## config.mk

```make
export PLATFORM = sky130hd
export DESIGN_NAME = i2c_slave_status
export DESIGN_NICKNAME = d
export VERILOG_FILES = /design/src/rtl/i2cst_pkg.sv /design/src/rtl/i2cst_cond.sv /design/src/rtl/i2cst_addr.sv /design/src/rtl/i2cst_buf.sv /design/src/rtl/i2c_slave_status.sv
export SDC_FILE = /design/constraint.sdc
export NUM_CORES = 1
export LEC_CHECK = 0
export CAP_MARGIN = 20
export CORE_AREA = 2 2 39 41
export CTS_CLUSTER_SIZE = 12
export DETAILED_ROUTE_END_ITERATION = 8
export DIE_AREA = 0 0 41 43
export SLEW_MARGIN = 30
export SYNTH_ARGS = -nofsm -noshare
export SYNTH_HDL_FRONTEND = slang
export SYNTH_SLANG_ARGS = --single-unit
```

## constraint.sdc

```tcl
create_clock -name clk -period 1.05 [get_ports clk]
set_input_delay 0.21 -clock clk [delete_from_list [all_inputs] [get_ports clk]]
set_output_delay 0.21 -clock clk [all_outputs]
set_load 0.02 [all_outputs]
```

## src/rtl/i2cst_pkg.sv

```systemverilog
package i2cst_pkg;

  typedef struct packed {
    logic stop_last;
    logic start_last;
    logic data_byte;
    logic rd_dir;
    logic upd_addr;
    logic buf_full;
  } stat_t;

  localparam int STAT_W = $bits(stat_t);

  function automatic stat_t pack_stat(input logic p, input logic s, input logic d,
                                      input logic r, input logic u, input logic b);
    stat_t w;
    w.stop_last  = p;
    w.start_last = s;
    w.data_byte  = d;
    w.rd_dir     = r;
    w.upd_addr   = u;
    w.buf_full   = b;
    return w;
  endfunction

  // Buffer-full next value: a set outranks a clear.
  function automatic logic full_next(input logic cur, input logic set, input logic clr);
    return set | (cur & ~clr);
  endfunction

endpackage

```

## src/rtl/i2cst_cond.sv

```systemverilog
module i2cst_cond (
  input  logic clk,
  input  logic rst_n,
  input  logic en,
  input  logic start_ev,
  input  logic stop_ev,
  output logic start_q,
  output logic stop_q
);

  always_ff @(posedge clk or negedge rst_n) begin
    if (!rst_n) begin
      start_q <= 1'b0;
      stop_q  <= 1'b0;
    end else if (!en) begin
      start_q <= 1'b0;
      stop_q  <= 1'b0;
    end else if (stop_ev) begin
      stop_q  <= 1'b1;
      start_q <= 1'b0;
    end else if (start_ev) begin
      start_q <= 1'b1;
      stop_q  <= 1'b0;
    end
  end


  stop_wins_chk: assert property (@(posedge clk) disable iff (!rst_n)
    stop_ev |=> (stop_q && !start_q));


  start_sets_chk: assert property (@(posedge clk) disable iff (!rst_n)
    (start_ev && !stop_ev) |=> (start_q && !stop_q));


  cond_excl_chk: assert property (@(posedge clk) disable iff (!rst_n)
    !(start_q && stop_q));

endmodule

```

## src/rtl/i2cst_addr.sv

```systemverilog
module i2cst_addr #(
  parameter bit TEN_BIT_SUPPORT = 1'b1
) (
  input  logic clk,
  input  logic rst_n,
  input  logic en,
  input  logic byte_ev,
  input  logic is_data,
  input  logic rw_bit,
  input  logic match,
  input  logic close_ev,
  input  logic ten_bit_mode,
  input  logic addr_wr_ev,
  output logic da_q,
  output logic rw_q,
  output logic ua_flag
);

  logic capture;
  assign capture = byte_ev & ~is_data & match;

  always_ff @(posedge clk or negedge rst_n) begin
    if (!rst_n)       da_q <= 1'b0;
    else if (!en)     da_q <= 1'b0;
    else if (byte_ev) da_q <= is_data;
  end

  always_ff @(posedge clk or negedge rst_n) begin
    if (!rst_n)        rw_q <= 1'b0;
    else if (!en)      rw_q <= 1'b0;
    else if (capture)  rw_q <= rw_bit;
    else if (close_ev) rw_q <= 1'b0;
  end


  da_follow_chk: assert property (@(posedge clk) disable iff (!rst_n)
    byte_ev |=> (da_q == $past(is_data)));


  rw_capture_chk: assert property (@(posedge clk) disable iff (!rst_n)
    capture |=> (rw_q == $past(rw_bit)));


  rw_close_chk: assert property (@(posedge clk) disable iff (!rst_n)
    (close_ev && !capture) |=> !rw_q);

  generate
    if (TEN_BIT_SUPPORT) begin : g_ua
      logic ua_q;
      logic ua_set;
      assign ua_set = capture & ten_bit_mode;

      always_ff @(posedge clk or negedge rst_n) begin
        if (!rst_n)          ua_q <= 1'b0;
        else if (!en)        ua_q <= 1'b0;
        else if (ua_set)     ua_q <= 1'b1;
        else if (addr_wr_ev) ua_q <= 1'b0;
      end

      assign ua_flag = ua_q & ten_bit_mode;


      ua_set_chk: assert property (@(posedge clk) disable iff (!rst_n)
        ua_set |=> ua_q);


      ua_clear_chk: assert property (@(posedge clk) disable iff (!rst_n)
        (addr_wr_ev && !ua_set) |=> !ua_q);
    end else begin : g_no_ua
      assign ua_flag = 1'b0;
    end
  endgenerate

endmodule

```

## src/rtl/i2cst_buf.sv

```systemverilog
module i2cst_buf
  import i2cst_pkg::*;
(
  input  logic clk,
  input  logic rst_n,
  input  logic en,
  input  logic rx_land,
  input  logic rx_rd_ev,
  input  logic tx_wr_ev,
  input  logic tx_out_ev,
  output logic bf_q
);

  logic set_ev, clr_ev;
  assign set_ev = rx_land | tx_wr_ev;
  assign clr_ev = rx_rd_ev | tx_out_ev;

  always_ff @(posedge clk or negedge rst_n) begin
    if (!rst_n)   bf_q <= 1'b0;
    else if (!en) bf_q <= 1'b0;
    else          bf_q <= full_next(bf_q, set_ev, clr_ev);
  end


  bf_set_chk: assert property (@(posedge clk) disable iff (!rst_n)
    set_ev |=> bf_q);


  bf_clr_chk: assert property (@(posedge clk) disable iff (!rst_n)
    (clr_ev && !set_ev) |=> !bf_q);


  bf_hold_chk: assert property (@(posedge clk) disable iff (!rst_n)
    (en && !set_ev && !clr_ev) |=> $stable(bf_q));

endmodule

```

## src/rtl/i2c_slave_status.sv

```systemverilog
module i2c_slave_status
  import i2cst_pkg::*;
#(
  parameter bit TEN_BIT_SUPPORT = 1'b1
) (
  input  logic              clk,
  input  logic              rst_n,
  input  logic              en,
  input  logic              start_det,
  input  logic              stop_det,
  input  logic              byte_done,
  input  logic              byte_is_data,
  input  logic              byte_rw,
  input  logic              addr_match,
  input  logic              nack_det,
  input  logic              ten_bit_mode,
  input  logic              addr_reg_wr,
  input  logic              rx_buf_rd,
  input  logic              tx_buf_wr,
  input  logic              tx_shift_done,
  output logic [STAT_W-1:0] status
);

  // Named internal events, gated by the enable.
  logic start_ev, stop_ev, byte_ev, nack_ev, close_ev;
  logic addr_wr_ev, rx_rd_ev, tx_wr_ev, tx_out_ev, rx_land;
  logic start_q, stop_q, da_q, rw_q, ua_flag, bf_q;
  stat_t stat;

  assign start_ev   = en & start_det;
  assign stop_ev    = en & stop_det;
  assign byte_ev    = en & byte_done;
  assign nack_ev    = en & nack_det;
  assign close_ev   = start_ev | stop_ev | nack_ev;
  assign addr_wr_ev = en & addr_reg_wr;
  assign rx_rd_ev   = en & rx_buf_rd;
  assign tx_wr_ev   = en & tx_buf_wr;
  assign tx_out_ev  = en & tx_shift_done;
  // Address bytes always land; data bytes land only while writing to the slave.
  assign rx_land    = byte_ev & (~byte_is_data | ~rw_q);

  i2cst_cond u_cond (
    .clk      (clk),
    .rst_n    (rst_n),
    .en       (en),
    .start_ev (start_ev),
    .stop_ev  (stop_ev),
    .start_q  (start_q),
    .stop_q   (stop_q)
  );

  i2cst_addr #(.TEN_BIT_SUPPORT(TEN_BIT_SUPPORT)) u_addr (
    .clk          (clk),
    .rst_n        (rst_n),
    .en           (en),
    .byte_ev      (byte_ev),
    .is_data      (byte_is_data),
    .rw_bit       (byte_rw),
    .match        (addr_match),
    .close_ev     (close_ev),
    .ten_bit_mode (ten_bit_mode),
    .addr_wr_ev   (addr_wr_ev),
    .da_q         (da_q),
    .rw_q         (rw_q),
    .ua_flag      (ua_flag)
  );

  i2cst_buf u_buf (
    .clk       (clk),
    .rst_n     (rst_n),
    .en        (en),
    .rx_land   (rx_land),
    .rx_rd_ev  (rx_rd_ev),
    .tx_wr_ev  (tx_wr_ev),
    .tx_out_ev (tx_out_ev),
    .bf_q      (bf_q)
  );

  assign stat   = pack_stat(stop_q, start_q, da_q, rw_q, ua_flag, bf_q);
  assign status = stat;


  disable_clear_chk: assert property (@(posedge clk) disable iff (!rst_n)
    !en |=> (status == '0));


  ua_mask_chk: assert property (@(posedge clk) disable iff (!rst_n)
    !ten_bit_mode |-> !status[1]);


  tx_data_hold_chk: assert property (@(posedge clk) disable iff (!rst_n)
    (byte_ev && byte_is_data && rw_q && !tx_wr_ev && !tx_out_ev && !rx_rd_ev)
      |=> $stable(bf_q));

endmodule

```

==> results.py, run 1 <==
metrics = {
    "timing": {
        "slew_headroom_pct": 81.0,
        "clock_skew_ns": 0.00442,
        "max_freq_mhz": 931,
        "rsz0062_at_grt": "true",
        "finalMaxSlewViolations": 0,
        "finalSetupViolCount": 1,
        "hold_violations": 0,
        "timing.final.ws_setup_ns": -0.0246,
        "period_share_pct": 102,
        "period_minus_slack_ns": 1.07,
        "tightest_slew_ns": 0.285,
    },
    "synth": {
        "yosys_register_bits": 6,
        "syn_nets": 45,
        "yosysSeqAreaShare_pct": 45.6,
        "netlist_area_um2": 329,
        "yosys-top-cells-area": "dfrtp_1, buf_4, mux2i_1, nor2b_1, nor4b_2",
        "avgSynthCellArea_um2": 11.0,
        "yosysUniqueCellTypes": 16,
        "yosysTopAreaCell": "dfrtp_1",
        "yosys_warnings": 0,
        "yosysTopAreaCellShare_pct": 45.6,
        "syn_inst": 30,
    },
    "cts": {
        "clockBufferDepth": 2,
        "clock_sinks": 6,
        "htree_levels": 1,
        "postCtsHoldBufs": 0,
        "clock_latency_ns": 0.24,
        "path_clk_slew_ns": 0.05,
        "clockRootBuffer": "clkbuf_4",
        "cts_tree": "done",
        "numCtsBuffers": 3,
    },
    "die": {
        "core_area_um2": 1380,
        "initial_core_util_pct": 23.8,
        "die_h_um": 43,
        "design.portCount": 21,
        "fp.dieArea_um2": 1760,
        "die_x_um": 41,
        "num_rows": 14,
    },
    "detailed_routing": {
        "drc_errors": 0,
        "wl_per_cell_um": 10.7,
        "drt_iter0_markers": 0,
        "ant_nets": 0,
        "dr.pass1.iters": 1,
        "routed_wl_um": 698,
        "vias": 271,
        "vias_per_cell": 4.17,
    },
    "layout": {
        "design_area_um2": 531,
        "nNetsFinal": 66,
        "area_growth_pct": 61.2,
        "antenna_cells": 0,
        "final_common_cell": "clkdlybuf4s50_1",
        "drive_gt1_share_pct": 30.6,
        "layoutNonFillerInstCount": 65,
        "final_cell_mix": "clkdlybuf4s50_1, dfrtp_1, buf_2",
        "final_util_pct": 38.3,
    },
    "power_and_ir_drop": {
        "power_frac_seq_pct": 43.4,
        "p_sw_w": 0.000127,
        "peakVddDrop_v": 0.000373,
        "p_leak_nw": 0.256,
        "pwr-share-comb_pct": 20.5,
        "netSwitchingFraction_pct": 22.4,
        "total_power_w": 0.000570,
        "p_clk_share_pct": 36.0,
        "cell_internal_pwr_w": 0.000442,
        "power.density_nw_per_um2": 1070,
    },
    "flow_run": {
        "maxCapViolCount": 0,
    },
    "placed_design": {
        "dpl.cell_count": 62,
        "finalWeightedCongestion": 0.634,
        "pre_cts_slack_ns": -0.541,
        "placed_cell_area_um2": 519,
        "portBuffers": 20,
    },
    "global_route": {
        "grt_max_degree": 7,
        "grt_pass1_wl_um": 1090,
        "grtUsageTotal_pct": 9.78,
        "first_global_vias": 261,
        "gr-total-overflow": 0,
        "antenna_found_initial": 0,
    },
    "critical_path": {
        "worstSetupPathType": "register to primary output",
        "crit_slowest_cell": "dfrtp_1",
        "cp.buffers_inverters": 1,
        "cp.arrival_ns": 0.86,
        "worst_ep_required_time_ns": 0.84,
        "cp_top_family": "flip-flops",
        "start_kind": "register",
        "crit_chain": "and2_4 -> buf_6",
        "max_stage_delay_ns": 0.37,
        "worstSetupEndpointType": "primary output",
        "cp_max_fo": 2,
    },
    "run_status": {
        "outcome": "complete, but fails checks",
        "failed_checks": "negative setup slack",
    },
    "min_path": {
        "hp-class": "input port to asynchronous set/reset pin",
    },
}
final cells by class:
type                       count  area, um^2
clock buffer                   3        22.5
tap                           16        20.0
fill                         149         853
multi-input combinational     18         143
timing repair buffer          22         195
sequential                     6         150
synth_stat cells:
library cell and number:
nor3b_1 1, and2_1 1, nand2_1 1, nand4b_1 1
buf_4 6, a21boi_0 1, nand3b_1 1, nor2_1 2
a221oi_1 1, nor4b_2 1, and2b_2 1, mux2i_1 2
nor2b_1 3, nand2b_1 1, o21a_1 1, dfrtp_1 6
metrics by stage:
step	hold WS (ns)	setup TNS, ns
finish	0.217	-0.0246
global route	0.244	-0.0674
CTS	0.226	-0.0321
detailed placement	0.484	-1.77
global placement	0.482	-1.75
floorplan	-0.0856	0
repair_timing:
item	CTS	global route
resized for setup	28	3
setup buffers	0	0
gates cloned	0	0
setup endpoints to repair	6	3
pin swaps	1	1
routing by layer:
| layer | track usage, % | wire [um] | vias to the layer above |
|---|---|---|---|
| li1 | - | - | 137 |
| met1 | 12.7 | 270 | 118 |
| met2 | 11.3 | 309 | 14 |
| met3 | 3.66 | 108 | 2 |
| met4 | 10.0 | 10 | 0 |
| met5 | 0 | 0 | - |
kinds of logic (layout without fill, tap and decap cells):
kind of cell / Yosys count / after routing / share of synthesized area [%]
compound gates: 3 / 3 / 7.23
mux: 2 / 2 / 6.08
buf+inv: 6 / 25 / 13.7
simple gates: 13 / 13 / 27.4
flops: 6 / 6 / 45.6
sequential cells by signal, summed over array words and instances (netlist names):
name and cells:
u_cond.stop_q 1, u_cond.start_q 1, u_addr.rw_q 1, u_buf.bf_q 1, u_addr.da_q 1, u_addr.g_ua.ua_q 1
power groups by stage:
stage                     clock network (W)   logic, W  registers (W)
after detailed placement                  0   0.000127       0.000251
after global placement                    0   0.000127       0.000251
final                              0.000205   0.000117       0.000247
after floorplan                           0  0.0000500       0.000250
after global routing               0.000230   0.000129       0.000249
after CTS                          0.000214   0.000118       0.000247
final timing paths:
check                                              from                            to  cells past startpoint  slack, ns
max                        u_addr.g_ua.ua_q$_DFFE_PN0P_                     status[1]                      2      -0.02
min                                               rst_n     u_cond.stop_q$_DFFE_PN0P_                      1       0.22
max reg2reg                     u_addr.rw_q$_DFFE_PN0P_       u_addr.rw_q$_DFFE_PN0P_                      4       0.11
min reg2reg                  u_cond.start_q$_DFFE_PN0P_    u_cond.start_q$_DFFE_PN0P_                      2       0.54
max in group asynchronous                         rst_n  u_addr.g_ua.ua_q$_DFFE_PN0P_                      1       0.61
min in group clk                               nack_det       u_addr.rw_q$_DFFE_PN0P_                      4       0.35
Note: power is estimated with default switching activity, not from simulation.
==> run 2: changes to the inputs <==
Settings changed: ABC_AREA set to 0.
==> results of run 2 <==
No change in the layout: final DEF, timing and power equal those of run 1.
==> run 3: changes to the inputs <==
Settings changed: MAX_ROUTING_LAYER set to met4.
==> results of run 3 <==
No change in the layout: final DEF, timing and power equal those of run 1.
Main changes from that run: final weighted congestion in routability-driven placement 0.634 -> 0.639; overall routing resource usage 9.78% -> 10.0%
